**config.mk**
```make
export PLATFORM = sky130hd
export DESIGN_NAME = dma_quantum_arb
export DESIGN_NICKNAME = d
export VERILOG_FILES = /design/src/rtl/dqa_pkg.sv /design/src/rtl/dqa_rr_pick.sv /design/src/rtl/dqa_quantum_bank.sv /design/src/rtl/dqa_byte_meter.sv /design/src/rtl/dma_quantum_arb.sv
export SDC_FILE = /design/constraint.sdc
export NUM_CORES = 1
export LEC_CHECK = 0
export BUFFER_PORTS_ARGS = -buffer_cell sky130_fd_sc_hd__buf_2
export CAP_MARGIN = 30
export CORE_ASPECT_RATIO = 0.5
export CORE_MARGIN = 2
export CORE_UTILIZATION = 49
export DETAILED_ROUTE_END_ITERATION = 7
export HOLD_SLACK_MARGIN = 0.05
export PLACE_DENSITY = 0.84
export SLEW_MARGIN = 10
export SYNTH_ARGS = -nofsm -noshare
export SYNTH_HDL_FRONTEND = slang
export SYNTH_SLANG_ARGS = --single-unit
```
**constraint.sdc**
```tcl
create_clock -name clk -period 5.3 [get_ports clk]
set_clock_uncertainty 0.2 [all_clocks]
set_input_delay 1.06 -clock clk [delete_from_list [all_inputs] [get_ports clk]]
set_output_delay 1.06 -clock clk [all_outputs]
set_load 0.005 [all_outputs]
```
**src/rtl/dqa_pkg.sv**
```systemverilog
package dqa_pkg;
   // Outcome of one arbitration cycle
   typedef enum logic [1:0] {
      DEC_HOLD    = 2'd0,  // keep owner, keep counting
      DEC_GRANT   = 2'd1,  // give the mover to a (new) channel
      DEC_RENEW   = 2'd2,  // owner keeps mover, fresh budget
      DEC_RELEASE = 2'd3   // nobody left, go idle
   } arb_dec_e;

   localparam int unsigned DQA_RESET_QUANTUM = 1024;
endpackage

```
**src/rtl/dqa_rr_pick.sv**
```systemverilog
module dqa_rr_pick #(
   parameter int unsigned N  = 4,
   parameter int unsigned IW = 2
) (
   input  logic [N-1:0]  req,
   input  logic [IW-1:0] start,
   input  logic          excl_en,
   input  logic [IW-1:0] excl_idx,
   output logic          found,
   output logic [IW-1:0] idx
);
   localparam bit POW2 = ((1 << IW) == N);

   generate
      if (POW2) begin : g_mask_wrap
         always_comb begin
            found = 1'b0;
            idx   = '0;
            for (int k = 0; k < N; k++) begin
               logic [IW-1:0] pos;
               pos = start + IW'(k);
               if (!found && req[pos] && !(excl_en && (excl_idx == pos))) begin
                  found = 1'b1;
                  idx   = pos;
               end
            end
         end
      end else begin : g_sub_wrap
         always_comb begin
            found = 1'b0;
            idx   = '0;
            for (int k = 0; k < N; k++) begin
               int pos;
               pos = int'(start) + k;
               if (pos >= int'(N)) pos = pos - int'(N);
               if (!found && req[IW'(pos)] && !(excl_en && (excl_idx == IW'(pos)))) begin
                  found = 1'b1;
                  idx   = IW'(pos);
               end
            end
         end
      end
   endgenerate
endmodule

```
**src/rtl/dqa_quantum_bank.sv**
```systemverilog
module dqa_quantum_bank #(
   parameter int unsigned N       = 4,
   parameter int unsigned QW      = 16,
   parameter int unsigned INIT_Q  = 1024
) (
   input  logic          clk,
   input  logic          rst_n,
   input  logic [N-1:0]  load,
   input  logic [N*QW-1:0] wdata,
   output logic [N*QW-1:0] quanta
);
   generate
      for (genvar i = 0; i < N; i++) begin : g_lane
         logic [QW-1:0] q_r;
         always_ff @(posedge clk) begin
            if (!rst_n)       q_r <= QW'(INIT_Q);
            else if (load[i]) q_r <= wdata[i*QW +: QW];
         end
         assign quanta[i*QW +: QW] = q_r;
      end
   endgenerate
endmodule

```
**src/rtl/dqa_byte_meter.sv**
```systemverilog
module dqa_byte_meter #(
   parameter int unsigned QW = 16,
   parameter int unsigned BW = 7
) (
   input  logic          clk,
   input  logic          rst_n,
   input  logic          restart,
   input  logic [QW-1:0] new_quota,
   input  logic          beat_en,
   input  logic [BW-1:0] beat_bytes,
   output logic          expire
);
   logic [QW:0]   cnt_q;
   logic [QW-1:0] quota_q;
   logic [QW:0]   sum;

   assign sum    = cnt_q + {{(QW+1-BW){1'b0}}, beat_bytes};
   assign expire = beat_en && ((quota_q == '0) || (sum >= {1'b0, quota_q}));

   always_ff @(posedge clk) begin
      if (!rst_n) begin
         cnt_q   <= '0;
         quota_q <= QW'(1);
      end else if (restart) begin
         cnt_q   <= '0;
         quota_q <= new_quota;
      end else if (beat_en) begin
         cnt_q   <= sum;
      end
   end
endmodule

```
**src/rtl/dma_quantum_arb.sv**
```systemverilog
module dma_quantum_arb
   import dqa_pkg::*;
#(
   parameter int unsigned NUM_CH          = 4,
   parameter int unsigned QUANT_W         = 16,
   parameter int unsigned MAX_BEAT        = 64,
   parameter int unsigned DEFAULT_QUANTUM = DQA_RESET_QUANTUM
) (
   input  logic                        clk,
   input  logic                        rst_n,
   input  logic [NUM_CH-1:0]           ch_req,
   input  logic [NUM_CH-1:0]           q_load,
   input  logic [NUM_CH*QUANT_W-1:0]   q_value,
   input  logic                        beat_valid,
   input  logic [$clog2(MAX_BEAT+1)-1:0] beat_bytes,
   output logic [NUM_CH-1:0]           grant,
   output logic                        grant_chg
);
   localparam int unsigned IDX_W  = $clog2(NUM_CH);
   localparam int unsigned BEAT_W = $clog2(MAX_BEAT+1);

   generate
      if (NUM_CH < 2) begin : g_bad_ch
         $error("dma_quantum_arb: NUM_CH must be at least 2");
      end
      if (MAX_BEAT < 1) begin : g_bad_beat
         $error("dma_quantum_arb: MAX_BEAT must be at least 1");
      end
      if (QUANT_W < BEAT_W) begin : g_bad_qw
         $error("dma_quantum_arb: QUANT_W narrower than a beat count");
      end
      if (DEFAULT_QUANTUM >= (64'd1 << QUANT_W)) begin : g_bad_def
         $error("dma_quantum_arb: DEFAULT_QUANTUM does not fit QUANT_W");
      end
   endgenerate

   logic                      active_q;
   logic [IDX_W-1:0]          cur_q;
   logic [IDX_W-1:0]          last_q;
   logic [NUM_CH-1:0]         grant_q;
   logic                      chg_q;

   logic [NUM_CH*QUANT_W-1:0] quanta;
   logic [IDX_W-1:0]          search_start;
   logic                      pick_found;
   logic [IDX_W-1:0]          pick_idx;
   logic                      owner_req;
   logic                      beat_en;
   logic                      expire;
   arb_dec_e                  dec;
   logic [IDX_W-1:0]          nxt_idx;
   logic [QUANT_W-1:0]        nxt_quota;

   dqa_quantum_bank #(
      .N      (NUM_CH),
      .QW     (QUANT_W),
      .INIT_Q (DEFAULT_QUANTUM)
   ) u_bank (
      .clk    (clk),
      .rst_n  (rst_n),
      .load   (q_load),
      .wdata  (q_value),
      .quanta (quanta)
   );

   assign search_start = (last_q == IDX_W'(NUM_CH-1)) ? '0 : last_q + 1'b1;

   dqa_rr_pick #(
      .N  (NUM_CH),
      .IW (IDX_W)
   ) u_pick (
      .req      (ch_req),
      .start    (search_start),
      .excl_en  (active_q),
      .excl_idx (cur_q),
      .found    (pick_found),
      .idx      (pick_idx)
   );

   assign owner_req = ch_req[cur_q];
   assign beat_en   = active_q && owner_req && beat_valid;

   always_comb begin
      dec     = DEC_HOLD;
      nxt_idx = cur_q;
      if (!active_q) begin
         if (pick_found) begin
            dec     = DEC_GRANT;
            nxt_idx = pick_idx;
         end
      end else if (!owner_req) begin
         if (pick_found) begin
            dec     = DEC_GRANT;
            nxt_idx = pick_idx;
         end else begin
            dec     = DEC_RELEASE;
         end
      end else if (expire) begin
         if (pick_found) begin
            dec     = DEC_GRANT;
            nxt_idx = pick_idx;
         end else begin
            dec     = DEC_RENEW;
         end
      end
   end

   assign nxt_quota = quanta[nxt_idx*QUANT_W +: QUANT_W];

   dqa_byte_meter #(
      .QW (QUANT_W),
      .BW (BEAT_W)
   ) u_meter (
      .clk        (clk),
      .rst_n      (rst_n),
      .restart    (dec != DEC_HOLD),
      .new_quota  (nxt_quota),
      .beat_en    (beat_en),
      .beat_bytes (beat_bytes),
      .expire     (expire)
   );

   always_ff @(posedge clk) begin
      if (!rst_n) begin
         active_q <= 1'b0;
         cur_q    <= IDX_W'(NUM_CH-1);
         last_q   <= IDX_W'(NUM_CH-1);
         grant_q  <= '0;
         chg_q    <= 1'b0;
      end else begin
         unique case (dec)
            DEC_GRANT: begin
               active_q <= 1'b1;
               cur_q    <= nxt_idx;
               last_q   <= nxt_idx;
               grant_q  <= NUM_CH'(1) << nxt_idx;
               chg_q    <= 1'b1;
            end
            DEC_RELEASE: begin
               active_q <= 1'b0;
               grant_q  <= '0;
               chg_q    <= 1'b1;
            end
            default: begin
               chg_q    <= 1'b0;
            end
         endcase
      end
   end

   assign grant     = grant_q;
   assign grant_chg = chg_q;
endmodule

```
; ---- After elaboration in Yosys (flattened, before gate mapping)
; Index checks and enable logic that the tools add are counted.
[classes]
n_lt_le_gt_ge = 6
n_eq_ne = 7
n_reduce_logical = 27
n_bitwise = 1
shift = 2
add_sub_neg = 5
mux = 32
[ops]
columns = cell, n
row1 = indexed part select 64 x 7 -> 16 bit, 1
row2 = two-way mux 2 bit, 14
row3 = adder 17 x 7 -> 17 bit, 1
row4 = >= comparator 17 x 16 -> 1 bit, 1
row5 = zero test 16 bit, 1
row6 = < comparator 2 x 3 -> 1 bit (second input constant), 5
row7 = logical AND 1 bit, 14
row8 = two-way mux 1 bit, 11
row9 = binary-select mux 1 bit (select 2 bit), 5
row10 = equality test 2 bit, 4
row11 = case mux 4 bit (2 select lines), 1
row12 = zero test 1 bit, 7
row13 = adder 2 x 1 -> 2 bit (second input constant), 2
row14 = adder 2 bit (second input constant), 2
row15 = equality test 2 bit (second input constant), 2
row16 = nonzero test 2 bit, 2
row17 = OR reduction 2 bit, 2
row18 = left shift 1 x 2 -> 4 bit (first input constant), 1
row19 = equality test 2 x 1 -> 1 bit (second input constant), 1
row20 = case mux 1 bit (2 select lines), 1
row21 = logical OR 1 bit, 1
row22 = inverter 1 bit, 1
[word_totals]
wordCells = 90
output_inout_bits = 5
in_bits = 82
ff_bits = 105

; ---- Logic depth before layout (Yosys ltp)
; Gate-level depths: netlist of run 1.
[logic_depth]
ltp_word = 26
mapped_depth = 21
ltp_nobuf = 19

; ---- By module
; From an unflattened synthesis of run 1, not the netlist that was laid out.
[hier_totals]
hier_cells = 596
hier_area_um2 = 5800.6
[by_module_without_submodules]
columns = mod, seq_area_each_um2, cells_each, area_each_um2, instances
row1 = dqa_quantum_bank, 1281.2, 207, 2467.4, 1
row2 = dqa_byte_meter, 660.6, 247, 2185.8, 1
row3 = dma_quantum_arb, 160.2, 121, 988.4, 1
row4 = dqa_rr_pick, 0.0, 21, 158.9, 1

; ---- Worst setup path before layout of run 1
; OpenSTA, ideal clock, no wires.
[synth_path]
path_type = input -> register
start = input beat_bytes[1]
end = register u_meter.quota_q[10]
required_ns = 4.962
cell_stages = 21
slack_ns = 0.158
path_buffers = 2
setup_ns = 0.138
arrival_time_ns = 4.805
cell_sequence = ha_1 -> a21o_1 -> a21oi_1 -> o21bai_1 -> a21oi_1 -> o21ai_0 -> and2_1 -> clkbuf_1 -> nand3_1 -> xnor2_1 -> ha_1 -> o21a_1 -> o21ai_0 -> a311o_1 -> o211ai_1 -> o41ai_4 -> nand2b_1 -> nor2_1 -> o21ai_1 -> clkbuf_1 -> o221ai_1
[synth_between]
elab_chain_cells = 8
elab_cells_between_ends = 12
classes_between = 1 x add/sub / 1 x order compare / 1 x shift / 6 x mux / 3 x reduce/logical
[synth_lines]
columns = item, line
row1 = "start, declared", dma_quantum_arb.sv:15  ; input logic [$clog2(MAX_BEAT+1)-1:0] beat_bytes,
row2 = adder 17 x 7 -> 17 bit (*), dqa_byte_meter.sv:17  ; assign sum = cnt_q + {{(QW+1-BW){1'b0}}, beat_bytes};
row3 = net u_meter.sum[13], dqa_byte_meter.sv:15  ; logic [QW:0] sum;
row4 = >= comparator 17 x 16 -> 1 bit (*), dqa_byte_meter.sv:18  ; assign expire = beat_en && ((quota_q == '0) || (sum >= {1'b0, quota_q}));
row5 = logical OR 1 bit (*), dqa_byte_meter.sv:18
row6 = logical AND 1 bit (*), dqa_byte_meter.sv:18
row7 = two-way mux 2 bit, dma_quantum_arb.sv:98  ; end else if (expire) begin
row8 = two-way mux 2 bit, dma_quantum_arb.sv:91  ; end else if (!owner_req) begin
row9 = two-way mux 2 bit, dma_quantum_arb.sv:86  ; if (!active_q) begin
row10 = indexed part select 64 x 7 -> 16 bit / nonzero test 2 bit (equally long branches), "dma_quantum_arb.sv:108, dma_quantum_arb.sv:116"
row11 = "end signal, assigned", dqa_byte_meter.sv:26  ; quota_q <= new_quota;
row12 = "end, declared", dqa_byte_meter.sv:14  ; logic [QW-1:0] quota_q;
; The timed path passes the listed nets; every way through them passes the cells marked *.
; A chain may end at the register's enable or synchronous reset.

; ---- Final worst setup path of run 1
[layout_path]
start = input beat_bytes[0]
end = register u_meter.quota_q[13]
; Same word-level chain as after synthesis.

==> metrics, run 1 <==
sequential share of the synthesized area 0.3764; Leak 0.002818 uW; H-Tree Level Count 3; CTS tree done; die height 79.49 um; wire per inst 16.10 um; Hold WC Path Type reg -> reg; Slew HR 0.5141; Core Region 11,050 um2; dpl ws -0.2473 ns; Worst Setup End Kind flop; post-route setup slack 0.2327 ns; Max-Cap Viols 0; Worst Max-Slew Pin Slew 0.7279 ns; IO buf count 86; status finished clean; Peak Freq 197.3 MHz; DR iter-0 viols 340; final hold viol count 0; CTS Root Cell clkbuf_16; TritonCTS Buffers 9; DIE WIDTH between 150 and 200 um; Synth area leaders dfxtp_1, mux2i_1, nor2b_1, ha_1, inv_1; Syn Inst Count 581; Max Slew Vio Count 0; number of synthesized flops with an enable pin 0; Clock Sinks between 100 and 150; first-pass GRT wire length approximately 21,000 um; synthesized area per cell 9.611 um2; crit share post-route 0.9561; Yosys top cell area share 0.3764; # DRC 0; warnings from Yosys 0; syn_nets 688; final std cells w/o fill 813; Max VDD drop 0.2809 mV; DP Area 6148 um2; gr usage total 0.2109; DR pass1 iterations 5; Setup crit start kind primary input; Ant. Diodes 0; Clock Pin Slew Worst Setup and Hold Paths 0.07 ns; drt total wl 13,090 um; Distinct cells, synth 62; routability cong. 0.8626; Power Density between 400 and 500 nW/um2; area growth from synthesis to layout 17.84%; DP HPWL 9280 um; critical path type in -> reg; vias post-DR 4,456; Setup violations, final 0; largest net degree at the start of global routing 76; Skew-Pair Late Insertion Delay 0.35 ns; fin util 0.5957; fraction of layout cells with a size suffix above 1 0.2171; WP data arrival 5.14 ns; min cycle time layout 5.067 ns; final hold slack 0.2479 ns; number of synthesized register bits 105; placed insts around 790; most area-hungry cell type in the Yosys netlist dfxtp_1; Async SR Flop Fraction 0; total grt overflow 0; Max Root-Sink Buffers 2; I/O pin count 87; synthesized area 5584 um2; Worst Path Required around 5.4 ns; initial antenna violation count 0; CP Launch Point beat_bytes[0]; nets 770; RSZ-0062 raised after global routing false; vias in the first global route 4,167; cell area after layout 6580 um2; FF-to-FF Start u_meter.cnt_q[1]; Initial Util 0.5055; post-DR vias/cell 5.481; critical hold path startpoint grant[3]; full die area 12,320 um2; Synth Flop Type dfxtp_1; DRT antenna net count 0; row count 27; Max FO, Critical Path 14
[worst paths after layout]
kind                                            end  slack, ns  cells past startpoint
worst max-delay path            u_meter.quota_q[13]       0.23                     20
worst min-delay path                       grant[3]       0.25                      2
worst max register to register  u_meter.quota_q[10]       0.71                     19
worst min register to register             grant[3]       0.25                      2
[cells in the mapped netlist, drive strengths merged, types with 6 or more instances]
cell type  count
dfxtp        105
mux2i         89
nor2b         66
inv           35
nor2          31
ha            24
nand2         23
clkbuf        21
a22oi         16
o221ai        15
xor2          14
a21oi         12
buf           12
o21ai         12
xnor2         11
nand3          9
and3           8
o21a           8
a211oi         6
and2           6
[placed cells by master, fill, tap and decap left out, drive strengths merged, types with 4 or more instances in the layout]
cell / count
a211oi: 6
a21o: 7
a21oi: 12
a22oi: 16
and2: 6
and3: 8
buf: 102
clkbuf: 12
dfxtp: 105
ha: 24
inv: 37
mux2i: 89
nand2: 23
nand3: 9
nor2: 31
nor2b: 66
nor4: 4
o211ai: 5
o21a: 8
o21ai: 12
o221ai: 15
xnor2: 11
xor2: 14
[metal layers]
metal	wire length, um	part of all wire	vias up	GRT usage
met5	0	0	-	0
met4	155	0.012	0	0.04907
met3	886	0.068	17	0.05375
li1	-	-	2220	-
met2	5660	0.43	126	0.3258
met1	6384	0.49	2093	0.2962
[cells by family after synthesis]
family          synth area share
xor+xnor                 0.04056
compound gates            0.1302
buf+inv                  0.05041
mux                       0.1716
fa+ha+maj                0.05736
flops                     0.3764
simple gates              0.1734
[critical path, cell delays in order]
cell	delay (ns)
buf_2	0.10
ha_1	0.21
fa_1	0.43
a211oi_2	0.30
o21a_1	0.19
a21oi_1	0.08
nand2_1	0.13
nor2_1	0.06
xor2_1	0.14
ha_1	0.29
and4_1	0.22
nand4_1	0.13
a311o_1	0.29
o211ai_1	0.17
o41ai_4	0.14
buf_4	0.15
nand2b_1	0.19
nor3_4	0.56
a22oi_1	0.18
o221ai_1	0.12
[registers in the layout, summed over array words and instances, names as in the netlist]
name and cells:
last_q 2, u_meter.quota_q 16, active_q 1, grant_chg 1, u_bank.g_lane.q_r 64, u_meter.cnt_q 17, grant 4
[where the power goes]
part,internal [uW],switching [uW]
clock,385,306
sequential,871,78.7
combinational,681,824
total,1940,1210
[stage by stage]
| step | TNS (ns) | power [uW] |
|---|---|---|
| after floorplan | 0 | 2002 |
| after CTS | 0 | 2949 |
| after detailed placement | -2.827 | 2264 |
| after global placement | -1.234 | 2226 |
| after global routing | 0 | 3322 |
| final | 0 | 3145 |
[timing repair]
item / 4_1_cts / 5_1_grt
buffers inserted: 0 / 4
endpoints found under the setup margin: 0 / 16
endpoints found under the hold margin: 0 / 0
resized for setup: 0 / 16
hold buffers: 0 / 0
[final cells by class]
type | instances | area [um2]
flip-flops and latches | 105 | 2102
inverters | 35 | 131.4
clock buffers | 12 | 246.5
fillers | 951 | 4467
repair buffers | 102 | 563.0
clock inverters | 4 | 57.56
well taps | 145 | 181.4
multi-input cells | 410 | 3298
Power figures use the tool's default switching activity.
==> run 2, diff against run 1 <==
--- a/config.mk
+++ b/config.mk
@@ -13,6 +13,7 @@
 export DETAILED_ROUTE_END_ITERATION = 7
 export HOLD_SLACK_MARGIN = 0.05
 export PLACE_DENSITY = 0.84
+export RECOVER_POWER = 25
 export SLEW_MARGIN = 10
 export SYNTH_ARGS = -nofsm -noshare
 export SYNTH_HDL_FRONTEND = slang
==> run 2 against run 1 <==
  * First-iteration DRC count stayed put
  * Flip-flop and latch count is the same
  * Via count hardly changed
  * Largest power group unchanged
  * Sequential power about the same
  * Highest routed layer unchanged
  * Die area did not move
  * Setup slack lost 0.010 ns
  * Worst hold slack barely moved
  * Utilization is essentially flat
  * Power about the same
  * Non-clock buffer count is the same
  * Wire length rose by 0.12%
  * Register-to-register slack is essentially flat
==> metrics, run 2 (synthesis gave the netlist of run 1 again) <==
status finished clean (unchanged); largest net degree at the start of global routing 76 (unchanged); row count 27 (unchanged); routability cong. 0.8626 (unchanged); Slew HR 0.2209 (was 0.5141); Setup violations, final 0 (unchanged); most frequent cells in the layout dfxtp_1, buf_2, mux2i_1 (unchanged); most used cell, CP ha_1 (unchanged); DR pass1 iterations 5 (unchanged); CP max stage delay 0.57 ns (was 0.56 ns); final hold viol count 0 (unchanged); post-DR vias/cell 5.485 (was 5.481); placed insts 791 (unchanged); IO buf count 86 (unchanged); DIE WIDTH 155.0 um (unchanged); Power Density 478.3 nW/um2 (was 477.9 nW/um2); TritonCTS Buffers 9 (unchanged); Reg with most FFs u_bank.g_lane.q_r (unchanged); vias in the first global route 4,167 (unchanged); die height 79.49 um (unchanged); I/O pin count 87 (unchanged); gr usage total 0.2109 (unchanged); Max Root-Sink Buffers 2 (unchanged); Max FO, Critical Path 14 (unchanged); fraction of layout cells with a size suffix above 1 0.2156 (was 0.2171); final std cells w/o fill 813 (unchanged); initial antenna violation count 0 (unchanged); Worst Setup End Kind flop (unchanged); min cycle time layout 5.077 ns (was 5.067 ns); Initial Util 0.5055 (unchanged); vias post-DR 4,459 (was 4,456); Cell Chain, Critical Path buf_2 > ha_1 > fa_1 > a211oi_2 > o21a_1 > a21oi_1 > and3_1 > xor2_1 > ha_1 > and4_1 > nand4_1 > a311o_1 > o211ai_1 > o41ai_4 > buf_4 > nand2b_1 > nor3_4 > a22oi_1 > o221ai_1 (was buf_2 > ha_1 > fa_1 > a211oi_2 > o21a_1 > a21oi_1 > nand2_1 > nor2_1 > xor2_1 > ha_1 > and4_1 > nand4_1 > a311o_1 > o211ai_1 > o41ai_4 > buf_4 > nand2b_1 > nor3_4 > a22oi_1 > o221ai_1); Clock Pin Slew Worst Setup and Hold Paths 0.07 ns (about the same); Clock Sinks 105 (unchanged); largest registers u_bank.g_lane.q_r x64, u_meter.cnt_q x17, u_meter.quota_q x16 (unchanged); CTS tree done (unchanged); Skew-Pair Late Insertion Delay 0.35 ns (about the same); dpl ws -0.2473 ns (unchanged); Max VDD drop 0.2809 mV (about the same); cell family with most CP delay compound AO/OA/AOI/OAI gates (unchanged); post-route setup slack 0.2227 ns (was 0.2327 ns); crit share post-route 0.9580 (was 0.9561); max FFs per register 64 (unchanged); full die area 12,320 um2 (unchanged); Core Region 11,050 um2 (unchanged); DP HPWL 9280 um (unchanged); Ant. Diodes 0 (unchanged); Worst Max-Slew Pin Slew 1.169 ns (was 0.7279 ns); WP data arrival 5.15 ns (was 5.14 ns); Leak 0.002815 uW (was 0.002818 uW); # DRC 0 (unchanged); area growth from synthesis to layout 17.81% (was 17.84%); Peak Freq 197.0 MHz (was 197.3 MHz); drt total wl 13,100 um (was 13,090 um); Setup crit start kind primary input (unchanged); total grt overflow 0 (unchanged); nets 770 (unchanged); first-pass GRT wire length 20,520 um (unchanged); Post-CTS Hold Buffers 0 (unchanged); commonest non-fill, non-tap cell in the layout dfxtp_1 (unchanged); Max-Cap Viols 0 (unchanged); Worst Path Required 5.38 ns (about the same); wire per inst 16.12 um (was 16.10 um); DRT antenna net count 0 (unchanged); Crit path buffers/inverters 2 (unchanged); Max Slew Vio Count 0 (unchanged); crit path max-delay cell type nor3_4 (unchanged); CTS Root Cell clkbuf_16 (unchanged); DR iter-0 viols 340 (unchanged); H-Tree Level Count 3 (unchanged); Hold WC Path Type reg -> reg (unchanged); critical path type in -> reg (unchanged); RSZ-0062 raised after global routing false (unchanged)
run 2: area by class of cell:
| cell class | instances | area, um2 |
|---|---|---|
| sequential | 105 | 2102 |
| multi-input combinational | 410 | 3298 |
| inverter | 35 | 131.4 |
| clock inverter | 4 | 57.56 |
| clock buffer | 12 | 246.5 |
| tap | 145 | 181.4 |
| fill | 951 | 4468 |
| timing repair buffer | 102 | 561.8 |
run 2: stage by stage:
stage               instance area [um2]  setup TNS [ns]  power (uW)    util  hold slack, ns
floorplan                          5584               0        2002       -          0.2408
global placement                   6148          -1.234        2226  0.5566          0.2360
detailed placement                 6148          -2.827        2264  0.5566          0.2427
CTS                                6452               0        2949  0.5841          0.2523
global route                       6579               0        3322  0.5955          0.2998
finish                             6579               0        3146  0.5955          0.2480
run 2: what timing repair did:
item / 4_1_cts / 5_1_grt
setup buffers: 0 / 4
gates resized for setup: 0 / 16
setup endpoints to repair: 0 / 16
endpoints found under the hold margin: 0 / 0
run 2: worst paths after layout:
kind | startpoint | end | slack (ns) | cells after the start
max | beat_bytes[0] | u_meter.quota_q[13] | 0.22 | 19
min | grant[3] | grant[3] | 0.25 | 2
max reg2reg | u_meter.cnt_q[1] | u_meter.quota_q[10] | 0.70 | 19
min reg2reg | grant[3] | grant[3] | 0.25 | 2
run 2: where the power goes:
| part | leakage [uW] | switching (uW) | internal (uW) |
|---|---|---|---|
| registers | 0.000863 | 79.0 | 871 |
| logic | 0.00181 | 825 | 681 |
| clock network | 0.000145 | 306 | 385 |
run 2: worst reg2reg max path: cells and delay by family (launching register included):
family                     cells  cell delay [ns]
muxes                          1             0.29
DFF                            1             0.38
AOI/OAI and AO/OA             11             2.14
adders and majority gates      2             0.50
buffers and inverters          1             0.16
and+or+nand+nor                4             0.81
run 2: per-layer routing:
layer / up-vias / part of all wire / wire length, um / GRT usage
met5: - / 0 / 0 / 0
met4: 0 / 0.012 / 155 / 0.04907
met3: 17 / 0.066 / 865 / 0.05375
met2: 125 / 0.43 / 5669 / 0.3258
met1: 2099 / 0.49 / 6412 / 0.2962
li1: 2218 / - / - / -
==> run 3, diff against run 2 <==
--- a/config.mk
+++ b/config.mk
@@ -5,6 +5,7 @@
 export SDC_FILE = /design/constraint.sdc
 export NUM_CORES = 1
 export LEC_CHECK = 0
+export ABC_AREA = 1
 export BUFFER_PORTS_ARGS = -buffer_cell sky130_fd_sc_hd__buf_2
 export CAP_MARGIN = 30
 export CORE_ASPECT_RATIO = 0.5
==> run 3 against run 2 <==
  * The flow now finishes with violations (capacitance limit, slew limit)
  * Via count up 24%
  * Setup slack improved by 0.25 ns
  * First-iteration DRC count rose by 76%
  * Sequential share of layout area is 0.86 points higher
  * Final cell count increased by 29%
  * Area after synthesis rose by 1.0%
  * Clock-buffer cell count is 2 lower
  * Sequential power increased by 0.4%
  * Wire length is 6.5% higher
  * Synthesized cell count increased by 43%
==> metrics, run 3 <==
status finished, violations left (was finished clean); failing checks capacitance limit, slew limit; Post-CTS Hold Buffers 0 (unchanged); fin util 0.5764 (was 0.5955); area growth from synthesis to layout 13.58% (was 17.81%); combinational group share of total power 0.573 (was 0.479); NetSw 1875 uW (was 1209 uW); fraction of layout cells with a size suffix above 1 0.1501 (was 0.2156); dpl ws 0.1526 ns (was -0.2473 ns); Clock power frac 0.173 (was 0.219); sequential share of the synthesized area 0.3727 (was 0.3764); Hold WC Path Type reg -> reg (unchanged); Max VDD drop 0.3490 mV (was 0.2809 mV); # resized after CTS 0 (unchanged); Reg with most FFs u_bank.g_lane.q_r (unchanged); P_int 1889 uW (was 1937 uW); Leak 0.003155 uW (was 0.002815 uW); Clock Pin Slew Worst Setup and Hold Paths 0.07 ns (about the same); I/O pin count 87 (unchanged); largest net degree at the start of global routing 67 (was 76); DP HPWL 10,270 um (was 9280 um); routability cong. 0.8946 (was 0.8626); DIE WIDTH 155.7 um (was 155.0 um); GRT met1 Usage 0.3287 (was 0.2962); warnings from Yosys 0 (unchanged); number of synthesized flops with an enable pin 0 (unchanged); count leader, synth nand2_1 (was dfxtp_1); first-pass GRT wire length 23,330 um (was 20,520 um); most area-hungry cell type in the Yosys netlist dfxtp_1 (unchanged); Max Root-Sink Buffers 2 (unchanged); commonest non-fill, non-tap cell in the layout nand2_1 (was dfxtp_1); Setup violations, final 0 (unchanged); WP data arrival 4.93 ns (was 5.15 ns); nets 1,008 (was 770); max FFs per register 64 (unchanged); Synth area leaders dfxtp_1, nand2_1, nor2_1, nand3_1, o21ai_0 (was dfxtp_1, mux2i_1, nor2b_1, ha_1, inv_1); vias in the first global route 5,011 (was 4,167); # DRC 0 (unchanged); met2 Use GR 0.3650 (was 0.3258); met3 Use GR 0.05755 (was 0.05375); TritonCTS Buffers 9 (unchanged); Max-Cap Viols 1 (was 0); post-route setup slack 0.4689 ns (was 0.2227 ns); min cycle time layout 4.831 ns (was 5.077 ns); final hold slack 0.2559 ns (was 0.2480 ns); gr usage total 0.2346 (was 0.2109); most frequent cells in the layout nand2_1, dfxtp_1, nor2_1 (was dfxtp_1, buf_2, mux2i_1); final hold viol count 0 (unchanged); number of synthesized register bits 105 (unchanged); Power Total 3764 uW (was 3146 uW); initial antenna violation count 0 (unchanged); Skew-Pair Late Insertion Delay 0.35 ns (about the same); Distinct cells, synth 36 (was 62); crit share post-route 0.9115 (was 0.9580); Setup crit start kind primary input (unchanged); RSZ-0062 raised after global routing false (unchanged); Core Region 11,110 um2 (was 11,050 um2); Commonest cells post-synth nand2_1, dfxtp_1, nor2_1 (was dfxtp_1, mux2i_1, nor2b_1); die height 79.87 um (was 79.49 um); DR pass1 iterations 6 (was 5); CTS Root Cell clkbuf_16 (unchanged); wire per inst 13.28 um (was 16.12 um); critical path type in -> reg (unchanged); switching share of total power 0.4981 (was 0.3844); DR iter-0 viols 599 (was 340); Max FO, Critical Path 33 (was 14); synthesized area per cell 6.771 um2 (was 9.611 um2); post-DR vias/cell 5.245 (was 5.485); Power Density 587.5 nW/um2 (was 478.3 nW/um2); drt total wl 13,960 um (was 13,100 um); CTS tree done (unchanged); H-Tree Level Count 3 (unchanged); Slew HR -0.4420 (was 0.2209); Async SR Flop Fraction 0 (unchanged); Fill cells 996 (was 951); Yosys top cell area share 0.3727 (was 0.3764); Synth Flop Type dfxtp_1 (unchanged); Worst Setup End Kind flop (unchanged); Worst Max-Slew Pin Slew 2.163 ns (was 1.169 ns); Ant. Diodes 0 (unchanged); Seq pwr share 0.253 (was 0.302); Worst Path Required 5.40 ns (was 5.38 ns); Syn Inst Count 833 (was 581); largest registers u_bank.g_lane.q_r x64, u_meter.cnt_q x17, u_meter.quota_q x16 (unchanged); Clock Sinks 105 (unchanged); Post-CTS Setup Repair Bufs 0 (unchanged); Max Slew Vio Count 67 (was 0); Initial Util 0.5075 (was 0.5055); syn_nets 940 (was 688); IO buf count 86 (unchanged); full die area 12,440 um2 (was 12,320 um2); setup TNS 0 ns (unchanged); synthesized area 5640 um2 (was 5584 um2); vias post-DR 5,513 (was 4,459); Peak Freq 207.0 MHz (was 197.0 MHz); total grt overflow 0 (unchanged); grt peak-use layer met2 (unchanged); row count 27 (unchanged); DRT antenna net count 0 (unchanged)
==> run 3: cell types whose count changed after synthesis, moves of 16 or more <==
cell	previous run	this run
nand2_1	23	227
nand3_1	9	66
mux2i_1	89	0
nor2b_1	66	0
inv_1	35	83
a21oi_1	12	55
o21ai_0	10	65
a22oi_1	16	0
nor2_1	30	95
==> run 3: path summary, 6_finish.rpt <==
path,slack [ns],depth (start not counted),end,from
max,0.47,28,u_meter.quota_q[7],beat_bytes[4]
max reg2reg,0.95,27,u_meter.quota_q[7],u_meter.cnt_q[4]
min reg2reg,0.26,2,u_meter.quota_q[5],u_meter.quota_q[5]
min,0.26,2,u_meter.quota_q[5],u_meter.quota_q[5]
==> run 3: per-stage QoR <==
stage | area [um2] | cells
2_1_floorplan | 5640 | 833
3_3_place_gp | 6122 | 1035
3_5_place_dp | 6122 | 1035
4_1_cts | 6411 | 1051
5_1_grt | 6406 | 1051
6_report | 6406 | 1051
==> run 3: logic make-up after synthesis <==
group / after synthesis / share of synthesized area
buf+inv: 126 / 0.09250
compound gates: 143 / 0.1384
flops: 105 / 0.3727
xor+xnor: 15 / 0.02329
fa+ha+maj: 25 / 0.05679
simple gates: 419 / 0.3163
==> run 3: worst max-delay path, stage by stage <==
cell	delay, ns
buf_2	0.10
ha_1	0.36
inv_1	0.08
nor3_1	0.18
nand2_1	0.07
o211ai_1	0.11
nand2_1	0.12
nor4_1	0.35
nand2_1	0.12
xnor2_1	0.18
ha_1	0.29
nand2_1	0.07
nor4_1	0.33
nand2_1	0.09
nand2_1	0.08
nor2_1	0.04
nand2_1	0.06
nand2_1	0.07
nand2_2	0.19
nand2_4	0.09
nand2_4	0.08
buf_4	0.32
nand3_1	0.12
nand2_1	0.09
nand2_1	0.06
nand2_1	0.09
nand2_1	0.07
nand2_1	0.06
==> run 3: layer usage <==
metal	wire, um	share of wire	vias to the layer above
li1	-	-	2804
met1	6732	0.48	2492
met2	6100	0.44	198
met3	918	0.066	19
met4	208	0.015	0
met5	0	0	-
==> run 3: power groups by stage <==
stage | combinational [uW] | sequential (uW) | clock [uW]
2_1_floorplan | 1780 | 952 | 0
3_5_place_dp | 2110 | 970 | 0
5_1_grt | 2440 | 963 | 692
3_3_place_gp | 2040 | 967 | 0
6_report | 2160 | 954 | 652
4_1_cts | 2120 | 952 | 662
==> run 3: final cells by class <==
type | instances | area, um2 | area share
clock inverter | 6 | 60.06 | 0.009375
multi-input combinational | 602 | 3017 | 0.4709
sequential | 105 | 2102 | 0.3281
timing repair buffer | 92 | 470.5 | 0.07344
tap | 145 | 181.4 | 0.02832
clock buffer | 10 | 229.0 | 0.03574
inverter | 91 | 346.6 | 0.05410
